==> src/rtl/intc_pkg.sv <==
package intc_pkg;
  localparam int WORD_W  = 32;
  localparam int NUM_SRC = 96;
  localparam int VEC_W   = 7;
  localparam int ADDR_W  = 3;
  localparam int N_SUMM  = 4;
  localparam int SLICE_W = WORD_W / 8 * 2;

  typedef enum logic [ADDR_W-1:0] {
    RA_CAUSE_LO = 3'd0,
    RA_CAUSE_HI = 3'd1,
    RA_PORT_CS  = 3'd2,
    RA_MASK_LO  = 3'd3,
    RA_MASK_HI  = 3'd4,
    RA_MASK_PT  = 3'd5,
    RA_EN_NUM   = 3'd6,
    RA_DIS_NUM  = 3'd7
  } reg_addr_e;

  typedef struct packed {
    logic       hit;
    logic [4:0] idx;
  } pick_t;

  function automatic pick_t pick_lowest(input logic [WORD_W-1:0] v);
    pick_t r;
    r = '0;
    for (int i = WORD_W - 1; i >= 0; i--) begin
      if (v[i]) begin
        r.hit = 1'b1;
        r.idx = i[4:0];
      end
    end
    return r;
  endfunction
endpackage

==> src/rtl/intc_port_edge.sv <==
module intc_port_edge #(
  parameter int N      = 32,
  parameter int STAGES = 2
) (
  input  logic         clk,
  input  logic         rst_n,
  input  logic [N-1:0] pin,
  output logic [N-1:0] rise
);
  logic [N-1:0] chain [STAGES];
  logic [N-1:0] prev_q;

  always_ff @(posedge clk or negedge rst_n) begin
    if (!rst_n) chain[0] <= '0;
    else        chain[0] <= pin;
  end

  for (genvar s = 1; s < STAGES; s++) begin : g_sync
    always_ff @(posedge clk or negedge rst_n) begin
      if (!rst_n) chain[s] <= '0;
      else        chain[s] <= chain[s-1];
    end
  end

  always_ff @(posedge clk or negedge rst_n) begin
    if (!rst_n) prev_q <= '0;
    else        prev_q <= chain[STAGES-1];
  end

  assign rise = chain[STAGES-1] & ~prev_q;
endmodule

==> src/rtl/intc_regs.sv <==
module intc_regs
  import intc_pkg::*;
#(
  parameter logic [WORD_W-1:0] HI_MASK_RST = 32'h0F00_0000,
  parameter int                SUMM_LSB    = 24
) (
  input  logic              clk,
  input  logic              rst_n,
  input  logic [WORD_W-1:0] lo_src,
  input  logic [WORD_W-1:0] hi_src,
  input  logic [WORD_W-1:0] rise,
  input  logic [WORD_W-1:0] ack_clr,
  input  logic              bus_sel,
  input  logic              bus_wr,
  input  logic [ADDR_W-1:0] bus_addr,
  input  logic [WORD_W-1:0] bus_wdata,
  output logic [WORD_W-1:0] bus_rdata,
  output logic [WORD_W-1:0] cause_lo,
  output logic [WORD_W-1:0] cause_hi,
  output logic [WORD_W-1:0] port_cause,
  output logic [WORD_W-1:0] mask_lo,
  output logic [WORD_W-1:0] mask_hi,
  output logic [WORD_W-1:0] mask_port
);
  localparam int SW = WORD_W / N_SUMM;

  logic [WORD_W-1:0] lo_q, hi_q;
  logic [WORD_W-1:0] pc_q, pc_n;
  logic [WORD_W-1:0] mlo_q, mlo_n, mhi_q, mhi_n, mpt_q, mpt_n;
  logic [N_SUMM-1:0] summ;
  logic [WORD_W-1:0] pc_en;
  logic              wr_hit;
  logic [VEC_W-1:0]  num;
  logic              unused_hi_bits;

  assign unused_hi_bits = ^hi_q[SUMM_LSB +: N_SUMM];
  assign pc_en  = pc_q & mpt_q;
  assign wr_hit = bus_sel & bus_wr;
  assign num    = bus_wdata[VEC_W-1:0];

  for (genvar k = 0; k < N_SUMM; k++) begin : g_summ
    assign summ[k] = |pc_en[k*SW +: SW];
  end

  always_comb begin
    cause_hi = hi_q;
    cause_hi[SUMM_LSB +: N_SUMM] = summ;
  end

  always_comb begin
    pc_n  = pc_q & ~ack_clr;
    mlo_n = mlo_q;
    mhi_n = mhi_q;
    mpt_n = mpt_q;
    if (wr_hit) begin
      case (reg_addr_e'(bus_addr))
        RA_PORT_CS: pc_n  = pc_n & bus_wdata;
        RA_MASK_LO: mlo_n = bus_wdata;
        RA_MASK_HI: mhi_n = bus_wdata;
        RA_MASK_PT: mpt_n = bus_wdata;
        RA_EN_NUM, RA_DIS_NUM: begin
          if (num < 7'd32)      mlo_n[num[4:0]] = (bus_addr == RA_EN_NUM);
          else if (num < 7'd64) mhi_n[num[4:0]] = (bus_addr == RA_EN_NUM);
          else if (num < 7'd96) mpt_n[num[4:0]] = (bus_addr == RA_EN_NUM);
        end
        default: ;
      endcase
    end
    pc_n = pc_n | rise;
  end

  always_ff @(posedge clk or negedge rst_n) begin
    if (!rst_n) begin
      lo_q  <= '0;
      hi_q  <= '0;
      pc_q  <= '0;
      mlo_q <= '0;
      mhi_q <= HI_MASK_RST;
      mpt_q <= '0;
    end else begin
      lo_q  <= lo_src;
      hi_q  <= hi_src;
      pc_q  <= pc_n;
      mlo_q <= mlo_n;
      mhi_q <= mhi_n;
      mpt_q <= mpt_n;
    end
  end

  always_comb begin
    case (reg_addr_e'(bus_addr))
      RA_CAUSE_LO: bus_rdata = lo_q;
      RA_CAUSE_HI: bus_rdata = cause_hi;
      RA_PORT_CS:  bus_rdata = pc_q;
      RA_MASK_LO:  bus_rdata = mlo_q;
      RA_MASK_HI:  bus_rdata = mhi_q;
      RA_MASK_PT:  bus_rdata = mpt_q;
      default:     bus_rdata = '0;
    endcase
  end

  assign cause_lo   = lo_q;
  assign port_cause = pc_q;
  assign mask_lo    = mlo_q;
  assign mask_hi    = mhi_q;
  assign mask_port  = mpt_q;

  // A port bit may only appear where an edge was seen the cycle before.
  assert_no_spont_set_R9: assert property (@(posedge clk) disable iff (!rst_n)
    1'b1 |=> ((pc_q & ~$past(pc_q) & ~$past(rise)) == '0));

  // An edge always lands, whatever clear runs alongside it.
  assert_set_wins_R10: assert property (@(posedge clk) disable iff (!rst_n)
    1'b1 |=> ((pc_q & $past(rise)) == $past(rise)));
endmodule

==> src/rtl/intc_encoder.sv <==
module intc_encoder
  import intc_pkg::*;
#(
  parameter logic [WORD_W-1:0] LO_FILT  = 32'h3DFF_FFFE,
  parameter logic [WORD_W-1:0] HI_FILT  = 32'h0F00_0DB7,
  parameter int                SUMM_LSB = 24
) (
  input  logic              clk,
  input  logic              rst_n,
  input  logic [WORD_W-1:0] cause_lo,
  input  logic [WORD_W-1:0] cause_hi,
  input  logic [WORD_W-1:0] port_cause,
  input  logic [WORD_W-1:0] mask_lo,
  input  logic [WORD_W-1:0] mask_hi,
  input  logic [WORD_W-1:0] mask_port,
  output logic              vec_valid,
  output logic [VEC_W-1:0]  vec_id,
  output logic              cpu_irq
);
  pick_t            p_lo, p_hi, p_pt;
  logic             val_n, val_q, irq_q;
  logic [VEC_W-1:0] id_n, id_q;

  always_comb begin
    p_lo  = pick_lowest(cause_lo & LO_FILT & mask_lo);
    p_hi  = pick_lowest(cause_hi & HI_FILT & mask_hi);
    p_pt  = pick_lowest(port_cause & mask_port);
    val_n = 1'b0;
    id_n  = '0;
    if (p_lo.hit) begin
      val_n = 1'b1;
      id_n  = {2'b00, p_lo.idx};
    end else if (p_hi.hit) begin
      if (32'(p_hi.idx) >= SUMM_LSB) begin
        val_n = p_pt.hit;
        id_n  = p_pt.hit ? {2'b10, p_pt.idx} : '0;
      end else begin
        val_n = 1'b1;
        id_n  = {2'b01, p_hi.idx};
      end
    end
  end

  always_ff @(posedge clk or negedge rst_n) begin
    if (!rst_n) begin
      val_q <= 1'b0;
      irq_q <= 1'b0;
      id_q  <= '0;
    end else begin
      val_q <= val_n;
      irq_q <= val_n;
      id_q  <= id_n;
    end
  end

  assign vec_valid = val_q;
  assign vec_id    = id_q;
  assign cpu_irq   = irq_q;

  assert_vec_range_R2: assert property (@(posedge clk) disable iff (!rst_n)
    vec_valid |-> (vec_id < 7'(NUM_SRC)));

  assert_lo_filter_R3: assert property (@(posedge clk) disable iff (!rst_n)
    (vec_valid && vec_id[6:5] == 2'b00) |-> LO_FILT[vec_id[4:0]]);

  assert_hi_filter_R4: assert property (@(posedge clk) disable iff (!rst_n)
    (vec_valid && vec_id[6:5] == 2'b01) |->
      (HI_FILT[vec_id[4:0]] && 32'(vec_id[4:0]) < SUMM_LSB));

  assert_irq_tracks_R13: assert property (@(posedge clk) disable iff (!rst_n)
    cpu_irq == vec_valid);
endmodule

==> src/rtl/intc_cascade.sv <==
module intc_cascade
  import intc_pkg::*;
#(
  parameter int                SYNC_STAGES = 2,
  parameter logic [WORD_W-1:0] LO_FILT     = 32'h3DFF_FFFE,
  parameter logic [WORD_W-1:0] HI_FILT     = 32'h0F00_0DB7,
  parameter int                SUMM_LSB    = 24
) (
  input  logic              clk,
  input  logic              rst_n,
  input  logic [WORD_W-1:0] main_lo_src,
  input  logic [WORD_W-1:0] main_hi_src,
  input  logic [WORD_W-1:0] port_pin,
  input  logic              bus_sel,
  input  logic              bus_wr,
  input  logic [ADDR_W-1:0] bus_addr,
  input  logic [WORD_W-1:0] bus_wdata,
  output logic [WORD_W-1:0] bus_rdata,
  input  logic              vec_ack,
  output logic              vec_valid,
  output logic [VEC_W-1:0]  vec_id,
  output logic              cpu_irq
);
  localparam logic [WORD_W-1:0] HI_MASK_RST =
    WORD_W'(((1 << N_SUMM) - 1) << SUMM_LSB);

  logic [WORD_W-1:0] rise, ack_clr;
  logic [WORD_W-1:0] c_lo, c_hi, c_pt, m_lo, m_hi, m_pt;

  always_comb begin
    ack_clr = '0;
    if (vec_ack && vec_valid && vec_id[6:5] == 2'b10) ack_clr[vec_id[4:0]] = 1'b1;
  end

  intc_port_edge #(.N(WORD_W), .STAGES(SYNC_STAGES)) u_edge (
    .clk(clk), .rst_n(rst_n), .pin(port_pin), .rise(rise)
  );

  intc_regs #(.HI_MASK_RST(HI_MASK_RST), .SUMM_LSB(SUMM_LSB)) u_regs (
    .clk(clk), .rst_n(rst_n), .lo_src(main_lo_src), .hi_src(main_hi_src),
    .rise(rise), .ack_clr(ack_clr), .bus_sel(bus_sel), .bus_wr(bus_wr),
    .bus_addr(bus_addr), .bus_wdata(bus_wdata), .bus_rdata(bus_rdata),
    .cause_lo(c_lo), .cause_hi(c_hi), .port_cause(c_pt),
    .mask_lo(m_lo), .mask_hi(m_hi), .mask_port(m_pt)
  );

  intc_encoder #(.LO_FILT(LO_FILT), .HI_FILT(HI_FILT), .SUMM_LSB(SUMM_LSB)) u_enc (
    .clk(clk), .rst_n(rst_n), .cause_lo(c_lo), .cause_hi(c_hi),
    .port_cause(c_pt), .mask_lo(m_lo), .mask_hi(m_hi), .mask_port(m_pt),
    .vec_valid(vec_valid), .vec_id(vec_id), .cpu_irq(cpu_irq)
  );
endmodule

==> config.mk <==
export PLATFORM = sky130hd
export DESIGN_NAME = intc_cascade
export DESIGN_NICKNAME = d
export VERILOG_FILES = /design/src/rtl/intc_pkg.sv /design/src/rtl/intc_port_edge.sv /design/src/rtl/intc_regs.sv /design/src/rtl/intc_encoder.sv /design/src/rtl/intc_cascade.sv
export SDC_FILE = /design/constraint.sdc
export NUM_CORES = 1
export LEC_CHECK = 0
export ABC_AREA = 1
export BUFFER_PORTS_ARGS = -buffer_cell sky130_fd_sc_hd__buf_2
export CAP_MARGIN = 20
export CORE_MARGIN = 2
export CORE_UTILIZATION = 45
export CTS_BUF_LIST = sky130_fd_sc_hd__clkbuf_4 sky130_fd_sc_hd__clkbuf_8
export CTS_CLUSTER_DIAMETER = 30
export CTS_CLUSTER_SIZE = 14
export DETAILED_ROUTE_END_ITERATION = 7
export GPL_ROUTABILITY_DRIVEN = 0
export PLACE_DENSITY = 0.65
export SETUP_SLACK_MARGIN = 0.5
export SYNTH_ARGS = -nofsm -noshare
export SYNTH_HDL_FRONTEND = slang
export SYNTH_SLANG_ARGS = --single-unit
export TNS_END_PERCENT = 50
==> constraint.sdc <==
create_clock -name clk -period 2.03 [get_ports clk]
set_input_delay 0.3045 -clock clk [delete_from_list [all_inputs] [get_ports clk]]
set_output_delay 0.3045 -clock clk [all_outputs]
set_load 0.05 [all_outputs]
# == Yosys cells after proc, flatten, opt, wreduce, memory -nomap -nowiden ==
# Index checks and enable logic that the tools add are counted.
# op_classes
n_reduce_logical,16
n_mux,123
bitwise_logic,10
eq_ne,13
n_lt_le_gt_ge,8
# ops
operator,count
two-way mux 6 bit,96
two-way mux 32 bit,9
case mux 32 bit (2 select lines),3
case mux 32 bit (6 select lines),1
bitwise AND 32 bit,4
bitwise mux 32 bit,3
inverter 32 bit,2
bitwise AND 28 x 32 -> 32 bit,1
bitwise AND 30 x 32 -> 32 bit,1
OR 32 bit,1
OR reduction 8 bit,4
two-way mux 7 bit,4
"< comparator 7 bit, second input constant",2
"== test 3 bit, second input constant",4
"< comparator 5 x 6 -> 1 bit, second input constant",2
demux 1 bit (select 5 bit),2
">= comparator 5 x 1 -> 1 bit, second input constant",2
"< comparator 7 x 6 -> 1 bit, second input constant",1
"== test 3 x 2 -> 1 bit, second input constant",2
"inequality test 2 x 1 -> 1 bit, second input constant",3
nonzero test 2 bit,3
">= comparator 5 bit, second input constant",1
two-way mux 1 bit,5
AND reduction 5 bit,1
other kinds (9),13
# word_totals
reg_bits,296
in_bits,136
output_inout_bits,41

# == Depth between registers and ports, before layout ==
# Gate-level depths: netlist of run 1.
# depth
depth_word,39
depth_mapped,36
mapped_depth_nobuf,36

# == By module ==
# Synthesis of run 1 repeated with hierarchy kept, for this count alone.
# hier_totals
cells_unflattened,1928
area_unflattened_um2,14366.3
# by_module_without_submodules
module,instances,area_per_inst_um2,cells_each
intc_regs,1,9970.8,1426
intc_port_edge,1,2722.6,160
intc_encoder,1,1368.8,284
intc_cascade,1,304.0,58

# == Worst setup path after synthesis of run 1 ==
# Ideal clock, no wire load.
# synth_timing
path_kind,input to output
start,input port bus_addr[2]
end,output port bus_rdata[2]
setup_slack_ns,0.009
cell_stages,5
arrival_time_ns,1.717
path_buffers,2
t_required_ns,1.725
cell_sequence,clkbuf_1 nor3_1 clkbuf_1 a22oi_1 nand4_1
# synth_between
elab_chain_cells,2
word_cells_on_any_way,7
classes_between,eq/ne: 5; mux: 1; reduce/logical: 1
# synth_lines
element,line_no,text
from (decl),intc_cascade.sv:16,"input logic [ADDR_W-1:0] bus_addr,"
"== test 3 bit, or another cell as far along",intc_regs.sv:91,case (reg_addr_e'(bus_addr))
case mux 32 bit (6 select lines) *,intc_regs.sv:91,
to (decl),intc_cascade.sv:18,"output logic [WORD_W-1:0] bus_rdata,"
# Mark *: on every way between the ends. The rest lies on a longest branch, timed or not.

# == Worst setup path in the final report of run 1 ==
# layout_timing
start,"register u_regs.pc_q[2], in the netlist u_regs.port_cause[2]"
end,output port bus_rdata[24]
# layout_between
elab_chain_cells,3
# layout_lines
element,line_no,text
from (decl),intc_regs.sv:28,"logic [WORD_W-1:0] pc_q, pc_n;"
from (signal assigned),intc_regs.sv:83,pc_q <= pc_n;
bitwise AND 32 bit,intc_regs.sv:37,assign pc_en = pc_q & mpt_q;
OR reduction 8 bit,intc_regs.sv:42,assign summ[k] = |pc_en[k*SW +: SW];
case mux 32 bit (6 select lines),intc_regs.sv:91,
# Every way passes these cells.

==> impl_results.md, run 1 <==
- Post-synth EDFFs: 0
- Final hold vios: 0
- Post-DR vias/cell: 5.70
- Via Count: 12800
- Port bufs: 172
- Power density over cell area: 999 nW/um^2
- Status: finished, violations left
- Slew Limit Fails: 0
- Residual DRC: 0
- Design Area, Final: 19500 sq um
- Syn_area_per_cell: 9.16 sq um
- Fill cells: 1898
- Largest net degree at the start of global routing: 59
- Ys async rst share: 100%
- Worst-skew pair later-pin latency: 0.60 ns
- GRT Residual Overflow: 0
- Die Span X: 170 um
- LEAKAGE: 0.00909 uW
- Die H: 170 um
- CP Launch Type: flop
- Syn Inst Count: 1352
- H-tree lvl count: 2
- First-pass GRT wire length: 70.3 mm
- Fraction of layout cells with a size suffix above 1: 38.2%
- HPWL Detailed: 32.1 mm
- Max VDD drop: 0.000887 V
- Place WS: -0.247 ns
- Hold Path Class: input port to flop
- Final worst slack: -0.456 ns
- Nets: 1991
- DRT iter0 DRCs: 1522
- Worst Clk Skew: 0.0258 ns
- Synthesized area: 12400 sq um
- Total track usage: 32.3%
- Area post-placement: 15500 sq um
- Max FO, Critical Path: 2
- Synth area leaders: dfrtp_1, nand2_1, a21oi_1
- Area grow syn2layout: 57.5%
- Crit Path Category: flop to primary output
- F_max: 402 MHz
- CP endpoint kind: primary output
- WL/cell: 20.9 um
- Number of global-route vias before repair: 12500
- Top cells by count, synth: dfrtp_1, nand2_1, nor2_1
- Yosys warning count: 0
- Initial antenna violation count: 1
- Clock Root Buffer: clkbuf_8
- RSZ-0062 raised after global routing: true
- Mapped Nets: 1488
- Most instantiated library cell after synthesis: dfrtp_1
- Worst slew pin tran: 0.798 ns
- Failing checks: setup timing
- ANT cells: 0
- Post-route clock period utilization: 122%
- Layout Cells excl Fill: 2246
- Area of the multi-input gates: 5580 sq um
- Cts bufs inserted: 59
- Worst Reg-to-Reg Cells: 36
- Clock Path Buffers: 3
- Post-synth top area share: 58.2%
- Pre-antenna DRT Iters: 6
- Total power: 19500 uW
- CTS sink cnt: 292
- Sum Neg Setup Slack: -2.12 ns
- TritonCTS clock tree: done
- Relative slew slack: 46.2%
- I/O pins: 177
- Final worst path period need: 2.49 ns
- Yosys cell types: 35
- Placed cells: 1995
- Starting Density: 45.9%
- Core area: 27000 sq um
- CTS clk-pin slew, worst paths: 0.07 ns
- DRT antenna net count: 0
- Synth Register Bits: 292
- Final Setup Violations: 23
- Data required time at the worst endpoint: 1.73 ns
- Rows: 60
- Yosys top cell by area: dfrtp_1
- WP data arrival: 2.18 ns
- Sequential fraction of the synthesis area: 59.0%
- Routed WL: 46.9 mm
- Max-cap violation count: 0
- Die area: 28900 sq um
- Hold path depth: 3
- Register Area: 7320 sq um
- Post-synth top flop: dfrtp_1
stage by stage:
step                util (%)  hold slack (ns)
finish                  72.3           0.0246
global route            72.3           0.0324
CTS                     70.2           0.0160
detailed placement      57.5            0.263
global placement        57.5            0.260
floorplan                  -          0.00891
registers in the layout, indices dropped and copies added, names as in the netlist, 7 cells and up:
register           cells
u_regs.mask_port      32
u_regs.port_cause     32
u_regs.hi_q           28
u_edge.chain          64
u_regs.mask_lo        32
u_enc.vec_id           7
u_regs.cause_lo       32
u_edge.prev_q         32
u_regs.mask_hi        32
critical path, stage by stage (launching register included):
cell and delay, ns:
dfrtp_1 0.42, nand2_1 0.10, nand2_1 0.09, nor2_2 0.13
nand2_1 0.09, nor2_2 0.11, inv_2 0.07, a22oi_2 0.12
nand4_1 0.23, buf_12 0.23
area by class of cell:
type | count | area share (%)
sequential | 292 | 37.5
multi-input combinational | 896 | 28.6
timing repair buffer | 492 | 21.8
clock buffer | 68 | 4.67
clock inverter | 43 | 2.82
inverter | 114 | 2.37
tap | 341 | 2.19
where the power goes:
group	leakage, uW	switching (uW)	internal, uW
logic	0.00506	2830	2150
registers	0.00331	627	6560
clock network	0.000723	2900	4400
worst paths after layout:
kind | start | slack (ns) | to
max reg2reg | u_regs.port_cause[31]$_DFF_PN0_ | -0.31 | u_enc.vec_id[0]$_DFF_PN0_
min | bus_wdata[15] | 0.02 | u_regs.port_cause[15]$_DFF_PN0_
max | u_regs.port_cause[2]$_DFF_PN0_ | -0.46 | bus_rdata[24]
max in group asynchronous | rst_n | 1.09 | u_regs.mask_hi[26]$_DFFE_PN1P_
min reg2reg | u_edge.chain[43]$_DFF_PN0_ | 0.34 | u_edge.chain[11]$_DFF_PN0_
min in group asynchronous | rst_n | 0.23 | u_regs.hi_q[2]$_DFF_PN0_
kinds of logic (layout without fill, tap and decap cells):
logic type	Yosys count	in the layout	synth area share, %
compound gates	375	375	18.6
buf+inv	164	717	5.02
flops	292	292	59.0
simple gates	521	521	17.4
routing by layer:
| layer | track usage [%] | share of wire (%) |
|---|---|---|
| met5 | 0 | 0.028 |
| met4 | 16.7 | 5.3 |
| met3 | 5.49 | 10 |
| met2 | 50.5 | 45 |
| met1 | 43.7 | 39 |
cell usage in the layout (no fill, tap or decap), types with 14 or more instances in the layout:
cell type,n
nand2_1,227
o21ai_0,37
a22oi_2,16
buf_8,26
inv_2,14
o22ai_1,21
nor2_1,119
a31oi_1,48
nand2_2,30
a21oi_2,17
nand2_4,17
nor3_1,35
nand3_4,17
a22oi_1,25
dfrtp_1,283
o21ai_1,33
nand3_1,24
clkbuf_8,64
inv_1,89
buf_2,128
a21oi_1,102
buf_6,52
dlygate4sd3_1,93
buf_4,174
buf_12,18
what timing repair did:
item / CTS / global route
gates cloned: 1 / 0
endpoints found under the setup margin: 77 / 99
setup buffers: 30 / 16
endpoints found under the hold margin: 131 / 0
hold buffers: 93 / 0
pin swaps: 70 / 57
resized for setup: 257 / 123
Power figures use the tool's default switching activity.
==> run 2, diff against run 1 <==
--- a/config.mk
+++ b/config.mk
@@ -16,6 +16,7 @@
 export DETAILED_ROUTE_END_ITERATION = 7
 export GPL_ROUTABILITY_DRIVEN = 0
 export PLACE_DENSITY = 0.65
+export RECOVER_POWER = 50
 export SETUP_SLACK_MARGIN = 0.5
 export SYNTH_ARGS = -nofsm -noshare
 export SYNTH_HDL_FRONTEND = slang
==> impl_results.md, run 2 (synthesized netlist as in run 1, its figures left out) <==
- Net Sw Power: 6360 uW (about the same)
- Area grow syn2layout: 57.1%
- CTS clk-pin slew, worst paths: 0.06 ns (about the same)
- Biggest register: u_edge.chain
- Commonest cells after routing, fill and taps aside: dfrtp_1, nand2_1, buf_4
- Power density over cell area: 1000 nW/um^2 (+0.20%)
- Pre-antenna DRT Iters: 8 (+2)
- Rows: 60 (unchanged)
- Clock Root Buffer: clkbuf_8
- Die H: 170 um (unchanged)
- Status: finished, violations left
- WL/cell: 20.9 um (+0.17%)
- Max reg flops: 64 (unchanged)
- Worst-skew pair later-pin latency: 0.60 ns (about the same)
- Failing checks: DRC, setup timing
- Hold path depth: 3 (unchanged)
- Largest net degree at the start of global routing: 59 (unchanged)
- Met3 track utilization from global routing: 5.49% (unchanged)
- Total track usage: 32.3% (unchanged)
- Max FO, Critical Path: 2 (unchanged)
- Die area: 28900 sq um (unchanged)
- Relative slew slack: 2.85% (-43 points)
- DRT antenna net count: 0 (unchanged)
- LEAKAGE: 0.00908 uW (-0.17%)
- WP data arrival: 2.18 ns (about the same)
- Minimum hold slack: 0.0264 ns (+0.00180 ns)
- GR Util met1: 43.7% (unchanged)
- Hold Path Class: input port to flop
- Reg2reg start: u_regs.mask_port[31]$_DFFE_PN0P_
- Starting Density: 45.9% (unchanged)
- ANT cells: 0 (unchanged)
- CP endpoint kind: primary output
- Routed WL: 47.0 mm (+0.17%)
- Fraction of layout cells with a size suffix above 1: 38.2% (unchanged)
- Final worst path period need: 2.48 ns (-0.00141 ns)
- Final hold vios: 0 (unchanged)
- GRT Residual Overflow: 0 (unchanged)
- Residual DRC: 4 (+4)
- Final worst slack: -0.455 ns (+0.00141 ns)
- Placed cells: 1995 (unchanged)
- HPWL Detailed: 32.1 mm (unchanged)
- DRT iter0 DRCs: 1337 (-12%)
- I/O pins: 177 (unchanged)
- Nets: 1991 (unchanged)
- Post-route clock period utilization: 122% (about the same)
- Initial antenna violation count: 1 (unchanged)
- Switching share of total power: 32.7% (about the same)
- Logic gate share of total power: 25.5% (about the same)
- Clk pwr share: 37.5% (about the same)
- Worst Reg-to-Reg Cells: 36 (unchanged)
- Core area: 27000 sq um (unchanged)
- Met2 Resource Use GR: 50.5% (unchanged)
- Sequential Power Share: 37.0% (about the same)
- Worst slew pin tran: 1.46 ns (+0.659 ns)
- Most Crowded Layer GR: met2
- Post-DR vias/cell: 5.67 (-0.41%)
- Data required time at the worst endpoint: 1.73 ns (about the same)
- Clock Path Buffers: 3 (unchanged)
- Pint: 13100 uW (about the same)
- Final Setup Violations: 24 (+4.3%)
- TritonCTS clock tree: done
- CP Launch Type: flop
- HP Start: bus_wdata[15]
- Most common cell after layout, fill and taps aside: dfrtp_1
- Slew Limit Fails: 0 (unchanged)
- Number of global-route vias before repair: 12500 (unchanged)
- Via Count: 12700 (-0.41%)
- Hold Crit Endpoint: u_regs.port_cause[15]$_DFF_PN0_
- Die Span X: 170 um (unchanged)
- Cts bufs inserted: 59 (unchanged)
- Max VDD drop: 0.000887 V (about the same)
- RSZ-0062 raised after global routing: true
- Max-cap violation count: 0 (unchanged)
- R2R setup slack: -0.31 ns (about the same)
- F_max: 402 MHz (about the same)
- Layout Cells excl Fill: 2246 (unchanged)
- Worst Clk Skew: 0.0288 ns (+0.00301 ns)
- Reg2Reg Capture Point: u_enc.vec_id[0]$_DFF_PN0_
- First-pass GRT wire length: 70.3 mm (unchanged)
- Crit Path Category: flop to primary output
- H-tree lvl count: 2 (unchanged)
- CTS sink cnt: 292 (unchanged)
- Port bufs: 172 (unchanged)
[run 2: changes by cell type in the layout (fill, tap and decap cells not counted)]
cell,delta
buf_6,+2
buf_4,-1
clkbuf_2,+3
buf_8,-1
buf_12,-3
[run 2: critical path, stage by stage, from the launching register on]
cell     delay [ns]
dfrtp_1        0.42
nand2_1        0.09
nand2_1        0.10
nor2_2         0.11
nand2_1        0.09
nor2_2         0.10
inv_2          0.07
a22oi_2        0.12
nand4_1        0.23
buf_12         0.23
[run 2: what timing repair did]
| item | CTS | global route |
|---|---|---|
| resized for setup | 257 | 123 |
| pin swaps | 70 | 57 |
| hold buffers | 93 | 0 |
| endpoints found under the hold margin | 131 | 0 |
| buffers inserted | 30 | 16 |
| endpoints found under the setup margin | 77 | 99 |
| gates cloned | 1 | 0 |
[run 2: worst max-delay path by stage]
stage,startpoint,slack (ns),end
2_1_floorplan,u_regs.port_cause[31]$_DFF_PN0_,0.02,u_enc.vec_id[0]$_DFF_PN0_
3_3_place_gp,u_regs.port_cause[31]$_DFF_PN0_,-0.29,u_enc.vec_id[0]$_DFF_PN0_
3_5_place_dp,u_regs.port_cause[31]$_DFF_PN0_,-0.25,u_enc.vec_id[0]$_DFF_PN0_
4_1_cts,u_regs.mask_port[0]$_DFFE_PN0P_,-0.47,bus_rdata[24]
5_1_grt,u_regs.port_cause[31]$_DFF_PN0_,-0.67,u_enc.vec_id[0]$_DFF_PN0_
6_report,u_regs.mask_port[0]$_DFFE_PN0P_,-0.45,bus_rdata[24]
[run 2: stage by stage]
| step | TNS, ns | total power, uW | instance area [sq um] | setup slack [ns] | util [%] |
|---|---|---|---|---|---|
| floorplan | 0 | 9320 | 12900 | 0.0163 | - |
| CTS | -2.05 | 19200 | 18900 | -0.474 | 70.2 |
| detailed placement | -8.30 | 11000 | 15500 | -0.247 | 57.5 |
| finish | -2.24 | 19500 | 19500 | -0.455 | 72.2 |
| global route | -5.50 | 20300 | 19500 | -0.670 | 72.2 |
| global placement | -6.14 | 10900 | 15500 | -0.292 | 57.5 |
[run 2: area by class of cell]
class | instances | area, sq um
multi-input cells | 896 | 5580
fillers | 1907 | 7500
clock buffers | 68 | 911
clock inverters | 43 | 551
well taps | 341 | 427
inverters | 114 | 463
flip-flops and latches | 292 | 7320
repair buffers | 492 | 4200
[run 2: metal layers]
layer / vias up / wire [um]
li1: 5716 / -
met1: 6046 / 18400
met2: 787 / 21200
met3: 188 / 4890
met4: 2 / 2500
met5: - / 13
[run 2: power groups by stage]
stage	logic, uW	registers, uW	clock network (uW)
2_1_floorplan	2180	7140	0
3_3_place_gp	3780	7150	0
3_5_place_dp	3830	7180	0
4_1_cts	4650	7130	7390
5_1_grt	5330	7250	7670
6_report	4970	7190	7300
